File: src/rtl/rtc_pkg.sv
package rtc_pkg;
  localparam int ADDR_W = 8;
  localparam int BUS_W  = 32;

  localparam logic [ADDR_W-1:0] OFF_CNT_LO = 8'h00;
  localparam logic [ADDR_W-1:0] OFF_CNT_HI = 8'h04;
  localparam logic [ADDR_W-1:0] OFF_NUM    = 8'h10;
  localparam logic [ADDR_W-1:0] OFF_DEN    = 8'h14;
endpackage

File: src/rtl/rtc_regs.sv
module rtc_regs
  import rtc_pkg::*;
#(
  parameter int FRAC_W  = 12,
  parameter int HALF_W  = 32,
  parameter int RST_NUM = 4,
  parameter int RST_DEN = 25
) (
  input  logic              clk,
  input  logic              rst_n,
  input  logic              wr_en,
  input  logic              rd_en,
  input  logic [ADDR_W-1:0] addr,
  input  logic [BUS_W-1:0]  wdata,
  input  logic [HALF_W-1:0] cnt_lo,
  input  logic [HALF_W-1:0] snap_hi,
  output logic [BUS_W-1:0]  rdata,
  output logic [FRAC_W-1:0] num_f,
  output logic [FRAC_W-1:0] den_f,
  output logic              ratio_wr,
  output logic              snap_en
);
  logic [BUS_W-1:0] num_q, num_d, den_q, den_d;
  logic             num_we, den_we;
  logic [BUS_W-1:0] mux;

  // address decode and clock enables
  always_comb begin
    num_we   = wr_en && (addr == OFF_NUM);
    den_we   = wr_en && (addr == OFF_DEN);
    ratio_wr = num_we || den_we;
    snap_en  = rd_en && (addr == OFF_CNT_LO);
    num_d    = num_we ? wdata : num_q;
    den_d    = den_we ? wdata : den_q;
  end

  always_ff @(posedge clk or negedge rst_n) begin
    if (!rst_n) begin
      num_q <= BUS_W'(RST_NUM);
      den_q <= BUS_W'(RST_DEN);
    end else begin
      if (num_we) num_q <= num_d;
      if (den_we) den_q <= den_d;
    end
  end

  assign num_f = num_q[FRAC_W-1:0];
  assign den_f = den_q[FRAC_W-1:0];

  // readback
  always_comb begin
    case (addr)
      OFF_CNT_LO: mux = BUS_W'(cnt_lo);
      OFF_CNT_HI: mux = BUS_W'(snap_hi);
      OFF_NUM:    mux = num_q;
      OFF_DEN:    mux = den_q;
      default:    mux = '0;
    endcase
    rdata = rd_en ? mux : '0;
  end

  AST_STRAY_WR_KEEPS_RATIO: assert property (@(posedge clk) disable iff (!rst_n)
    (wr_en && addr != OFF_NUM && addr != OFF_DEN) |=> ($stable(num_q) && $stable(den_q)));
endmodule

File: src/rtl/rtc_frac_acc.sv
module rtc_frac_acc #(
  parameter int FRAC_W = 12
) (
  input  logic              clk,
  input  logic              rst_n,
  input  logic [FRAC_W-1:0] num,
  input  logic [FRAC_W-1:0] den,
  input  logic              clr,
  output logic              step_o
);
  localparam int ACC_W = FRAC_W + 1;

  logic [ACC_W-1:0] acc_q, acc_d;
  logic [ACC_W-1:0] sum, den_x;
  logic             acc_en;

  always_comb begin
    den_x  = {1'b0, den};
    sum    = acc_q + {1'b0, num};
    acc_d  = acc_q;
    acc_en = 1'b1;
    step_o = 1'b0;
    if (clr) begin
      acc_d = '0;                       // ratio change discards remainder
    end else if (den == '0) begin
      acc_en = 1'b0;                    // zero divisor: frozen
    end else if (num > den) begin
      acc_d  = '0;                      // rate saturates at one per clock
      step_o = 1'b1;
    end else if (sum >= den_x) begin
      acc_d  = sum - den_x;
      step_o = 1'b1;
    end else begin
      acc_d = sum;
    end
  end

  always_ff @(posedge clk or negedge rst_n) begin
    if (!rst_n)      acc_q <= '0;
    else if (acc_en) acc_q <= acc_d;
  end

  AST_ACC_BELOW_DEN: assert property (@(posedge clk) disable iff (!rst_n)
    (den != '0) |-> (acc_q < {1'b0, den}));
  AST_WR_CLEARS_ACC: assert property (@(posedge clk) disable iff (!rst_n)
    clr |=> (acc_q == '0));
endmodule

File: src/rtl/rtc_counter.sv
module rtc_counter #(
  parameter int CNT_W = 64,
  parameter int SEG_W = 16
) (
  input  logic                clk,
  input  logic                rst_n,
  input  logic                step,
  input  logic                snap_en,
  output logic [CNT_W-1:0]    cnt_o,
  output logic [CNT_W/2-1:0]  snap_hi
);
  localparam int HALF_W = CNT_W / 2;
  localparam int NSEG   = CNT_W / SEG_W;
  localparam logic [CNT_W-1:0] ONE = CNT_W'(1);

  logic [NSEG-1:0]   seg_en;
  logic [HALF_W-1:0] snap_q;

  // segmented carry chain: each slice steps only when all below are full
  for (genvar g = 0; g < NSEG; g++) begin : g_seg
    logic [SEG_W-1:0] seg_q, seg_d;
    if (g == 0) begin : g_base
      assign seg_en[g] = step;
    end else begin : g_carry
      assign seg_en[g] = seg_en[g-1] && (&g_seg[g-1].seg_q);
    end
    always_comb seg_d = seg_q + SEG_W'(1);
    always_ff @(posedge clk or negedge rst_n) begin
      if (!rst_n)         seg_q <= '0;
      else if (seg_en[g]) seg_q <= seg_d;
    end
    assign cnt_o[g*SEG_W +: SEG_W] = seg_q;
  end

  always_ff @(posedge clk or negedge rst_n) begin
    if (!rst_n)       snap_q <= '0;
    else if (snap_en) snap_q <= cnt_o[CNT_W-1:HALF_W];
  end
  assign snap_hi = snap_q;

  AST_SINGLE_STEP: assert property (@(posedge clk) disable iff (!rst_n)
    (cnt_o == $past(cnt_o)) || (cnt_o == $past(cnt_o) + ONE));
  AST_SNAP_COHERENT: assert property (@(posedge clk) disable iff (!rst_n)
    snap_en |=> (snap_hi == $past(cnt_o[CNT_W-1:HALF_W])));
endmodule

File: src/rtl/rtc_top.sv
module rtc_top
  import rtc_pkg::*;
#(
  parameter int FRAC_W  = 12,
  parameter int CNT_W   = 64,
  parameter int SEG_W   = 16,
  parameter int RST_NUM = 4,
  parameter int RST_DEN = 25
) (
  input  logic              clk,
  input  logic              rst_n,
  input  logic              reg_wr,
  input  logic              reg_rd,
  input  logic [ADDR_W-1:0] reg_addr,
  input  logic [BUS_W-1:0]  reg_wdata,
  output logic [BUS_W-1:0]  reg_rdata,
  output logic [CNT_W-1:0]  count_o
);
  localparam int HALF_W = CNT_W / 2;
  localparam logic [CNT_W-1:0] ONE = CNT_W'(1);

  logic              rst_meta, rst_sync_n;
  logic [FRAC_W-1:0] num_f, den_f;
  logic              ratio_wr, snap_en, step;
  logic [HALF_W-1:0] snap_hi;

  // asynchronous assert, synchronous release
  always_ff @(posedge clk or negedge rst_n) begin
    if (!rst_n) begin
      rst_meta   <= 1'b0;
      rst_sync_n <= 1'b0;
    end else begin
      rst_meta   <= 1'b1;
      rst_sync_n <= rst_meta;
    end
  end

  rtc_regs #(
    .FRAC_W (FRAC_W), .HALF_W (HALF_W), .RST_NUM(RST_NUM), .RST_DEN(RST_DEN)
  ) u_regs (
    .clk     (clk),
    .rst_n   (rst_sync_n),
    .wr_en   (reg_wr),
    .rd_en   (reg_rd),
    .addr    (reg_addr),
    .wdata   (reg_wdata),
    .cnt_lo  (count_o[HALF_W-1:0]),
    .snap_hi (snap_hi),
    .rdata   (reg_rdata),
    .num_f   (num_f),
    .den_f   (den_f),
    .ratio_wr(ratio_wr),
    .snap_en (snap_en)
  );

  rtc_frac_acc #(.FRAC_W(FRAC_W)) u_acc (
    .clk   (clk),
    .rst_n (rst_sync_n),
    .num   (num_f),
    .den   (den_f),
    .clr   (ratio_wr),
    .step_o(step)
  );

  rtc_counter #(.CNT_W(CNT_W), .SEG_W(SEG_W)) u_cnt (
    .clk    (clk),
    .rst_n  (rst_sync_n),
    .step   (step),
    .snap_en(snap_en),
    .cnt_o  (count_o),
    .snap_hi(snap_hi)
  );

  AST_ZERO_DEN_HOLDS: assert property (@(posedge clk) disable iff (!rst_sync_n)
    (den_f == '0) |=> $stable(count_o));
  AST_FAST_RATIO: assert property (@(posedge clk) disable iff (!rst_sync_n)
    (den_f != '0 && num_f > den_f && !ratio_wr) |=> (count_o == $past(count_o) + ONE));
  AST_WR_NO_STEP: assert property (@(posedge clk) disable iff (!rst_sync_n)
    ratio_wr |=> $stable(count_o));
endmodule

File: config.mk
export PLATFORM = sky130hd
export DESIGN_NAME = rtc_top
export DESIGN_NICKNAME = d
export VERILOG_FILES = /design/src/rtl/rtc_pkg.sv /design/src/rtl/rtc_regs.sv /design/src/rtl/rtc_frac_acc.sv /design/src/rtl/rtc_counter.sv /design/src/rtl/rtc_top.sv
export SDC_FILE = /design/constraint.sdc
export NUM_CORES = 1
export LEC_CHECK = 0
export BUFFER_PORTS_ARGS = -buffer_cell sky130_fd_sc_hd__buf_2
export CAP_MARGIN = 20
export CORE_ASPECT_RATIO = 1.4
export CORE_MARGIN = 4
export CORE_UTILIZATION = 58
export CTS_CLUSTER_SIZE = 24
export DETAILED_ROUTE_END_ITERATION = 10
export MAX_ROUTING_LAYER = met4
export PLACE_DENSITY = 0.81
export SYNTH_ARGS = -nofsm -noshare
export SYNTH_HDL_FRONTEND = slang
export SYNTH_SLANG_ARGS = --single-unit
File: constraint.sdc
create_clock -name clk -period 6.6 [get_ports clk]
set_input_delay 0.33 -clock clk [delete_from_list [all_inputs] [get_ports clk]]
set_output_delay 0.33 -clock clk [all_outputs]
set_load 0.1 [all_outputs]
==> results.cfg, run 1 <==
[synthesis]
synth_cell_types = 55
syn_area_um2 = 9570
yosys_warnings = 0
ys_dominant_reg_cell = dfrtp_1
synthCells = 827
ys_seq_area_share_pct = 45.8
syn-num-nets = 913
synthArstFlopShare_pct = 100
synth_edf_count = 0
avgSynthCellArea_um2 = 11.6
ys_ff_latch = 175

[pwr]
p_leak_nw = 5.72
p_seq_share_pct = 36.7
p_sw_mw = 1.20
comb_power_share_pct = 33.4
p_clk_share_pct = 29.9
switching_share_pct = 36.6
peakVddDrop_mv = 0.307
power.internal_mw = 2.08
pwr_density_cell_nw_per_um2 = 297
total_power_mw = 3.29

[grt]
antenna_found_initial = 1
grt_max_degree = 70
grt_overflow_total = 0
grt_pass1_wl_um = 41000
grt.total_usage_pct = 29.7
grt_pass1_vias = 7592

[floorplan]
die_h_um = 160
dieArea_um2 = 18700
start_util_pct = 59.2
io_pins = 140
dieWidth_um = 117
num_rows = 55
coreArea_um2 = 16200

[clocking]
clock_path_buffers = 2
cts_setup_buffers = 0
clockRootBuffer = clkbuf_16
insertion_delay_ns = 0.43
cts_tree = built
cts.sinks = 175
cts_buffers = 17
cts.htree.levels = 4
path_clk_slew_ns = 0.07

[cells_and_area]
fill_cells = 1217
instances_no_fill = 1180
drive_above_1_share_pct = 32.8
area_growth_pct = 15.7
postLayoutCoreUtil_pct = 68.5
fin_nets = 1053

[worst_setup_path]
critPathKind = reg2reg
end_kind = flop
cp.required_ns = 6.91
crit_path_max_fanout = 15
worst_ep_arrival_time_ns = 4.84
start_kind = flop

[route]
m1WireLength_um = 9610
drc_errors = 0
wl_met3_um = 1630
viasPerCell = 6.24
wl_per_cell_um = 22.1
route.top_layer_used = met4
dr_wl_met2_um = 14000
first_iter_violations = 510
vias = 7368
routed_wl_um = 26100
antenna_left = 0
dr.pass1.iters = 5

[sta]
fin_skew_ns = 0.00870
fmax_ghz = 0.221
relSlewSlack_pct = 41.6
finalCritPeriodShare_pct = 68.7
finalSetupViolations = 0
layout_setup_ws_ns = 2.07
slew_violations = 0
fin_crit_ns = 4.53
hold_violations = 0
fin_setup_tns_ns = 0
tightestPinTransition_ns = 0.874
rsz0062_at_grt = no

[place]
numPortBuffers = 139
dp_slack_ns = 2.18
hpwl_um = 18700
placedCellCount = 1144
gp_congestion = 1.03

[flow_run]
maxCapViolCount = 0

[worst_hold_path]
min_path_type = in2reg

[status]
outcome = finished clean
[sequential cells by signal (all words and copies together), names as in the netlist]
register / cells
u_cnt.g_seg.seg_q: 64
u_cnt.snap_hi: 32
u_regs.den_q: 32
u_regs.num_q: 32
u_acc.acc_q: 13
rst_meta: 1
rst_sync_n: 1
[power by group through the flow]
stage               logic, mW  registers (mW)  clock network (mW)
finish                   1.10            1.21               0.982
global route             1.19            1.21                1.04
CTS                      1.08            1.20               0.997
detailed placement       1.07            1.22                   0
global placement         1.06            1.22                   0
floorplan               0.726            1.30                   0
[cell type report]
cell class	count	area, um^2	area share (%)
timing repair buffer	151	788	7.12
clock inverter	13	131	1.19
clock buffer	19	443	4.00
sequential	175	4390	39.6
multi-input combinational	593	4960	44.8
inverter	29	109	0.983
antenna	1	2.50	0.0226
tap	199	249	2.25
[layout by cell type (no fill, tap or decap), types with 3 or more instances in the layout]
cell type and count:
a31oi_1 4, nor2b_1 3, mux4_2 32, clkinv_2 3, nand2b_1 6, nor2_1 36
o21a_1 4, mux2i_1 9, nand4_1 18, nor3_1 26, xor2_1 33, inv_1 29
and3_1 42, a21o_1 4, dfstp_2 4, nor4_1 7, and2_1 4, buf_4 11
mux2_2 95, buf_2 139, dfrtp_1 170, o21ai_0 28, clkbuf_16 17, a21oi_1 20
xnor2_1 44, nand3_1 35, inv_6 3, o31a_1 3, and4_1 6, ha_1 40
nand2_1 62
[Yosys cell counts, types with 2 or more instances]
| master | number | area share [%] |
|---|---|---|
| ha_1 | 40 | 5.2 |
| fa_1 | 2 | 0.42 |
| a22o_1 | 2 | 0.18 |
| nand2_1 | 62 | 2.4 |
| a21o_1 | 4 | 0.31 |
| dfrtp_1 | 171 | 45 |
| and4_1 | 6 | 0.55 |
| nand3_1 | 35 | 1.8 |
| o211ai_1 | 2 | 0.16 |
| buf_2 | 8 | 0.42 |
| buf_1 | 6 | 0.24 |
| o31ai_1 | 2 | 0.16 |
| dfstp_2 | 4 | 1.1 |
| nand4_1 | 18 | 1.2 |
| mux2_2 | 95 | 11 |
| a21oi_1 | 20 | 1.0 |
| nor4_1 | 7 | 0.46 |
| nor3_1 | 26 | 1.4 |
| a31oi_1 | 4 | 0.26 |
| o31a_1 | 3 | 0.27 |
| nand2b_1 | 6 | 0.39 |
| xnor2_1 | 44 | 4.0 |
| nor2_1 | 37 | 1.5 |
| o221ai_1 | 2 | 0.18 |
| mux2i_1 | 9 | 0.94 |
| mux4_2 | 32 | 7.5 |
| inv_1 | 29 | 1.1 |
| clkbuf_1 | 15 | 0.59 |
| and3_1 | 42 | 2.7 |
| o21ai_0 | 28 | 1.5 |
| or4_1 | 2 | 0.16 |
| nor2b_1 | 3 | 0.20 |
| and2_1 | 4 | 0.26 |
| xor2_1 | 33 | 3.0 |
| o21a_1 | 4 | 0.31 |
[layer usage]
layer | track usage [%] | up-vias
li1 | - | 3294
met1 | 35.1 | 3720
met2 | 50.7 | 297
met3 | 4.97 | 57
met4 | 10.7 | 0
met5 | - | -
[worst max-delay path, cell delays in order (launching register included)]
cell and delay, ns:
dfrtp_1 0.38, ha_1 0.20, inv_1 0.06, fa_1 0.40, nor2b_1 0.19, o31a_1 0.22
o221a_4 0.21, nor2_1 0.06, o21ai_0 0.21, xor2_1 0.23, ha_1 0.32, o21ai_0 0.23
nor2_1 0.08, a31oi_1 0.15, o31a_1 0.23, nand2b_1 0.16, o311a_1 0.53, nand2_1 0.21
mux2_2 0.36
[cells by family after synthesis]
logic type,after synthesis,share of synthesized area [%]
AND/OR/NAND/NOR,252,13.4
multiplexers,136,19.6
buffers and inverters,59,2.50
adder cells (fa/ha/maj),42,5.65
other,1,0.0392
flip-flops,175,45.8
AO/OA/AOI/OAI,85,5.92
XOR/XNOR,77,7.04
[stage by stage]
step	hold WS, ns	instance area, um^2
after global routing	0.122	11100
after floorplan	0.0344	9570
after detailed placement	0.118	10500
after global placement	0.117	10500
after CTS	0.108	11100
final	0.118	11100
[what timing repair did]
| item | 4_1_cts | 5_1_grt |
|---|---|---|
| hold endpoints to repair | 2 | 0 |
| resized for setup | 0 | 0 |
| hold buffers | 1 | 0 |
[path summary, 6_finish.rpt]
kind | start | end | slack, ns | cells after the start
max | u_regs.num_q[0] | u_cnt.g_seg[2].seg_q[1] | 2.07 | 18
min in group asynchronous | rst_n | rst_sync_n | 0.20 | 2
max reg2reg | u_regs.num_q[0] | u_cnt.g_seg[2].seg_q[1] | 2.07 | 18
max in group asynchronous | rst_sync_n | u_acc.acc_q[6] | 4.87 | 1
min reg2reg | rst_meta | rst_sync_n | 0.35 | 0
min | reg_wdata[0] | u_regs.num_q[0] | 0.12 | 3
Power figures use the tool's default switching activity.
==> run 2: changes to the inputs <==
--- a/config.mk
+++ b/config.mk
@@ -5,15 +5,16 @@
 export SDC_FILE = /design/constraint.sdc
 export NUM_CORES = 1
 export LEC_CHECK = 0
+export ABC_AREA = 1
 export BUFFER_PORTS_ARGS = -buffer_cell sky130_fd_sc_hd__buf_2
 export CAP_MARGIN = 20
 export CORE_ASPECT_RATIO = 1.4
 export CORE_MARGIN = 4
-export CORE_UTILIZATION = 58
+export CORE_UTILIZATION = 53
 export CTS_CLUSTER_SIZE = 24
 export DETAILED_ROUTE_END_ITERATION = 10
 export MAX_ROUTING_LAYER = met4
-export PLACE_DENSITY = 0.81
+export PLACE_DENSITY = 0.77
 export SYNTH_ARGS = -nofsm -noshare
 export SYNTH_HDL_FRONTEND = slang
 export SYNTH_SLANG_ARGS = --single-unit
==> constraint.sdc (replaced) <==
create_clock -name clk -period 3.7 [get_ports clk]
set_input_delay 0.185 -clock clk [delete_from_list [all_inputs] [get_ports clk]]
set_output_delay 0.185 -clock clk [all_outputs]
set_load 0.1 [all_outputs]
==> run 2 against run 1 <==
Synthesized cell count increased by 63%. Register-to-register slack worse by 2.0 ns. Fmax up 26%. Sequential power increased by 87%. Non-clock buffer count rose by 32. Sequential share of layout area down 3.9 points. Largest power group is now combinational cells.
==> results.cfg, run 2 <==
[floorplan]
dieWidth_um = 126
dieArea_um2 = 21800
coreArea_um2 = 19200
io_pins = 140
die_h_um = 173
num_rows = 60
start_util_pct = 53.8

[route]
dr.pass1.iters = 6
antenna_left = 0
drc_errors = 0
viasPerCell = 5.65
vias = 9973
routed_wl_um = 32900
first_iter_violations = 864
wl_per_cell_um = 18.6

[worst_setup_path]
r2r_start = u_acc.acc_q[0]
cp_num_cells = 20
r2r_slack_ns = 0.1
critPathSlowestCell = ha_1
path_delay_family = simple AND/OR/NAND/NOR gates
start_kind = flop
r2r_end = u_cnt.g_seg[3].seg_q[5]
worstPathCellList = ha_2 -> inv_2 -> fa_2 -> inv_2 -> nand3_2 -> nand2_2 -> a31oi_4 -> o21ai_2 -> xor2_1 -> ha_1 -> nand2_2 -> nor3_4 -> nand2_1 -> o21bai_1 -> inv_2 -> nand4_4 -> nand3_1 -> nor2_4 -> nand3_1 -> nand2_1
worst_ep_arrival_time_ns = 3.97
crit_path_max_fanout = 8
reg2reg_depth = 20
critical-path-max-stage-delay_ns = 0.39
cpMostUsedCell = inv_2
cp_num_buf_inv = 3
startpoint = u_acc.acc_q[0]
critPathKind = reg2reg
crit_path_end = u_cnt.g_seg[3].seg_q[5]
end_kind = flop
cp.required_ns = 4.07

[synthesis]
synth_top_area_cell = dfrtp_1
ys_dominant_reg_cell = dfrtp_1
yosys.area.top_type_share_pct = 41.4
synthArstFlopShare_pct = 100
avgSynthCellArea_um2 = 7.68
ys_top_cells_by_area = dfrtp_1 (41%), nand2_1 (13%), o21ai_0 (7.7%)
ys_ff_latch = 175
ys_seq_area_share_pct = 42.4
synth_cell_types = 46
syn_area_um2 = 10300
synthTopCellsByCount = nand2_1 (354), inv_1 (191), dfrtp_1 (171)
syn-num-nets = 1432
yosys.cell_count.top_type = nand2_1
synth_edf_count = 0
synthCells = 1346
yosys_warnings = 0

[sta]
relSlewSlack_pct = 39.1
fin_setup_tns_ns = 0
finalSetupViolations = 0
fin_skew_ns = 0.0114
fin_hold_ws_ns = 0.0124
tightestPinTransition_ns = 0.914
slew_violations = 0
finalCritPeriodShare_pct = 97.3
fin_crit_ns = 3.60
hold_violations = 0
fmax_ghz = 0.278

[cells_and_area]
area_growth_pct = 18.8
largest_reg_flops = 64
diodes = 0
instances_no_fill = 1764
fin_nets = 1589
max_flop_register = u_cnt.g_seg.seg_q
final_common_cell = nand2_1
mostFrequentLayoutCells = nand2_1 (346), inv_1 (187), dfrtp_1 (170)
drive_above_1_share_pct = 17.7

[place]
numPortBuffers = 139
gp_congestion = 0.995
hpwl_um = 24800
placedCellCount = 1723

[pwr]
pwr_density_cell_nw_per_um2 = 522
p_leak_nw = 6.17
peakVddDrop_mv = 0.311
total_power_mw = 6.41

[clocking]
clockRootBuffer = clkbuf_16
clock_path_buffers = 2
cts_tree = built
cts.htree.levels = 4
cts_buffers = 17
cts.sinks = 175
path_clk_slew_ns = 0.07
insertion_delay_ns = 0.43

[status]
outcome = finished clean

[grt]
grt_overflow_total = 0
grt_pass1_vias = 9783
grt.total_usage_pct = 30.5
antenna_found_initial = 0
grt_max_degree = 68
grt_pass1_wl_um = 51600

[worst_hold_path]
min_path_type = in2reg

[flow_run]
maxCapViolCount = 0
[run 2: power breakdown]
| part | switching [mW] | internal (mW) | leakage [nW] | total (mW) |
|---|---|---|---|---|
| registers | 0.183 | 2.08 | 2.18 | 2.26 |
| logic | 1.58 | 0.745 | 3.71 | 2.32 |
| clock network | 0.801 | 1.02 | 0.279 | 1.82 |
| total | 2.56 | 3.85 | 6.17 | 6.41 |
[run 2: worst min path at each step]
stage               slack (ns)  cells past startpoint          start                to
detailed placement       -0.03                      1          rst_n          rst_meta
global route              0.02                      3  reg_wdata[25]  u_regs.num_q[25]
floorplan                -0.11                      0          rst_n          rst_meta
finish                    0.01                      3   reg_wdata[4]   u_regs.den_q[4]
CTS                      0.002                      3   reg_wdata[4]   u_regs.den_q[4]
global placement         -0.03                      1          rst_n          rst_meta
[run 2: cell type report]
type | instances | area [um^2]
Fill cell | 1716 | 6940
Multi-Input combinational cell | 931 | 5200
Sequential cell | 175 | 4390
Timing Repair Buffer | 183 | 1060
Inverter | 194 | 732
Clock buffer | 21 | 450
Tap cell | 248 | 310
Clock inverter | 11 | 129
Timing Repair inverter | 1 | 7.51
[run 2: what timing repair did]
action	4_1_cts	5_1_grt
gates resized for setup	2	35
hold endpoints to repair	2	0
hold buffers	1	0
pin swaps	0	19
endpoints found under the setup margin	13	76
buffers inserted	0	7
gates cloned	0	1
[run 2: cells by family (layout without fill, tap and decap cells)]
logic type               count (synthesis)  after routing  synth area share, %
AO/OA/AOI/OAI                          254            254                 14.2
XOR/XNOR                                61             61                 5.17
adder cells (fa/ha/maj)                 42             42                 5.23
buffers and inverters                  240            410                 8.84
flip-flops                             175            175                 42.4
multiplexers                             1              1                0.109
other                                    1              1               0.0363
AND/OR/NAND/NOR                        572            572                 24.0
[run 2: worst reg2reg max path, delay by kind of cell, from the launching register on]
| kind | cells | cell delay, ns |
|---|---|---|
| xor gates and xnor gates | 1 | 0.12 |
| and+or+nand+nor | 10 | 1.43 |
| buffers and inverters | 3 | 0.21 |
| DFF | 1 | 0.36 |
| AOI/OAI and AO/OA | 3 | 0.46 |
| adders and majority gates | 3 | 0.95 |
[run 2: routing by layer]
| metal | global-route usage [%] | wire [um] |
|---|---|---|
| met1 | 36.0 | 12900 |
| met2 | 52.8 | 17100 |
| met4 | 13.0 | 1370 |
| met5 | - | 0 |
| met3 | 3.18 | 1510 |
[run 2: metrics by stage]
step	util, %	worst slack, ns	area [um^2]
floorplan	-	0.397	10300
global placement	59.6	0.112	11500
detailed placement	59.6	-0.0226	11500
CTS	62.7	0.0103	12100
global route	63.9	-0.0825	12300
finish	63.9	0.0995	12300
==> run 3: changes to the inputs <==
--- a/config.mk
+++ b/config.mk
@@ -10,11 +10,11 @@
 export CAP_MARGIN = 20
 export CORE_ASPECT_RATIO = 1.4
 export CORE_MARGIN = 4
-export CORE_UTILIZATION = 53
+export CORE_UTILIZATION = 25
 export CTS_CLUSTER_SIZE = 24
 export DETAILED_ROUTE_END_ITERATION = 10
 export MAX_ROUTING_LAYER = met4
-export PLACE_DENSITY = 0.77
 export SYNTH_ARGS = -nofsm -noshare
 export SYNTH_HDL_FRONTEND = slang
 export SYNTH_SLANG_ARGS = --single-unit
+export TNS_END_PERCENT = 50
==> constraint.sdc (replaced) <==
create_clock -name clk -period 4.7 [get_ports clk]
set_input_delay 0.235 -clock clk [delete_from_list [all_inputs] [get_ports clk]]
set_output_delay 0.235 -clock clk [all_outputs]
set_load 0.1 [all_outputs]
==> run 3 against run 2 <==
Non-clock buffer count shrank 30. Critical path type unchanged. Critical path depth is 1 lower. Sequential cell count did not move. Via count shrank 4.2%. Combinational power fell by 27%.
==> results.cfg, run 3 (synthesized netlist as in run 2, its figures left out) <==
[status]
outcome = finished clean

[flow_run]
maxCapViolCount = 0

[floorplan]
coreArea_um2 = 40600
dieArea_um2 = 44700
dieWidth_um = 180
start_util_pct = 25.4
num_rows = 87
io_pins = 140
die_h_um = 249

[clocking]
clock_path_buffers = 2
cts.htree.levels = 4
cts_setup_buffers = 0
clockRootBuffer = clkbuf_16
insertion_delay_ns = 0.46
cts.sinks = 175
path_clk_slew_ns = 0.07
cts_buffers = 17
cts_tree = built

[sta]
rsz0062_at_grt = no
fin_skew_ns = 0.0216
relSlewSlack_pct = 39.6
fin_setup_tns_ns = 0
slew_violations = 0
finalSetupViolations = 0
finalCritPeriodShare_pct = 82.7
fmax_ghz = 0.257
hold_violations = 0
fin_crit_ns = 3.89
tightestPinTransition_ns = 0.906
layout_setup_ws_ns = 0.812

[route]
first_iter_violations = 780
dr.pass1.iters = 5
routed_wl_um = 35800
viasPerCell = 4.73
antenna_left = 0
vias = 9555
wl_per_cell_um = 17.7
drc_errors = 0

[grt]
grt_max_degree = 80
grt_pass1_vias = 9743
antenna_found_initial = 1
grt.total_usage_pct = 16.3
grt_pass1_wl_um = 56000
grt_overflow_total = 0

[cells_and_area]
fin_nets = 1558
postLayoutCoreUtil_pct = 30.1
area_growth_pct = 18.2
drive_above_1_share_pct = 14.4
fill_cells = 4365
max_flop_register = u_cnt.g_seg.seg_q
mostFrequentLayoutCells = nand2_1 (351), inv_1 (191), dfrtp_1 (170)
instances_no_fill = 2020
final_common_cell = nand2_1
largest_reg_flops = 64

[worst_setup_path]
end_kind = flop
crit_path_max_fanout = 11
worst_ep_arrival_time_ns = 4.23
cp.required_ns = 5.04
critPathKind = reg2reg
start_kind = flop

[place]
hpwl_um = 28100
numPortBuffers = 139
gp_congestion = 0.946
placedCellCount = 1986
dp_slack_ns = 0.835

[pwr]
p_leak_nw = 6.02
peakVddDrop_mv = 0.337
pwr_density_cell_nw_per_um2 = 399

[worst_hold_path]
min_path_type = in2reg
[run 3: per-stage QoR]
| step | instance area [um^2] | hold slack [ns] | power, mW |
|---|---|---|---|
| floorplan | 10300 | -0.0606 | 3.01 |
| global placement | 11600 | 0.0194 | 3.48 |
| detailed placement | 11600 | 0.0212 | 3.48 |
| CTS | 12200 | 0.00968 | 4.91 |
| global route | 12200 | 0.0498 | 5.18 |
| finish | 12200 | 0.0340 | 4.88 |
[run 3: what timing repair did]
item,CTS,global route
endpoints found under the hold margin,2,0
resized for setup,0,0
hold buffers,1,0
[run 3: area by class of cell]
cell class	count	area, um^2	share of cell area (%)
diodes	1	2.50	0.0205
clock buffers	19	443	3.63
clock inverters	13	128	1.04
inverters	194	728	5.96
multi-input cells	931	5040	41.3
flip-flops and latches	175	4390	35.9
well taps	534	668	5.47
repair buffers	153	816	6.68
[run 3: critical path: stages (launching register included)]
cell,delay (ns)
dfrtp_1,0.37
ha_1,0.16
inv_1,0.07
fa_1,0.41
inv_1,0.11
nand3_1,0.07
nand2_1,0.13
a31oi_1,0.14
o21ai_0,0.25
xor2_1,0.13
ha_1,0.40
nand2_1,0.09
nor2_1,0.16
nand3_1,0.11
nand3_1,0.11
nand2_1,0.12
nand4_4,0.17
nand4_1,0.40
o21bai_1,0.30
nand2_1,0.07
[run 3: routing by layer]
layer,vias to the layer above,track usage (%),share of wire (%)
li1,4631,-,-
met1,4621,18.6,41
met2,252,28.7,52
met3,51,2.73,4.2
met4,0,6.10,2.8
met5,-,-,0
[run 3: report_power, final]
part	internal, mW	switching, mW	total (mW)
clock	0.754	0.667	1.42
sequential	1.64	0.128	1.77
combinational	0.495	1.20	1.69
[run 3: path summary, 6_finish.rpt]
kind                                      start                       end  slack, ns  cells past startpoint
min in group asynchronous                 rst_n                rst_sync_n       0.07                      2
worst max-delay path            u_regs.num_q[0]  u_cnt.g_seg[3].seg_q[15]       0.81                     19
worst min register to register         rst_meta                rst_sync_n       0.36                      0
worst max register to register  u_regs.num_q[0]  u_cnt.g_seg[3].seg_q[15]       0.81                     19
worst min-delay path               reg_wdata[3]           u_regs.den_q[3]       0.03                      3
max in group asynchronous            rst_sync_n         u_cnt.snap_hi[10]       3.16                      1
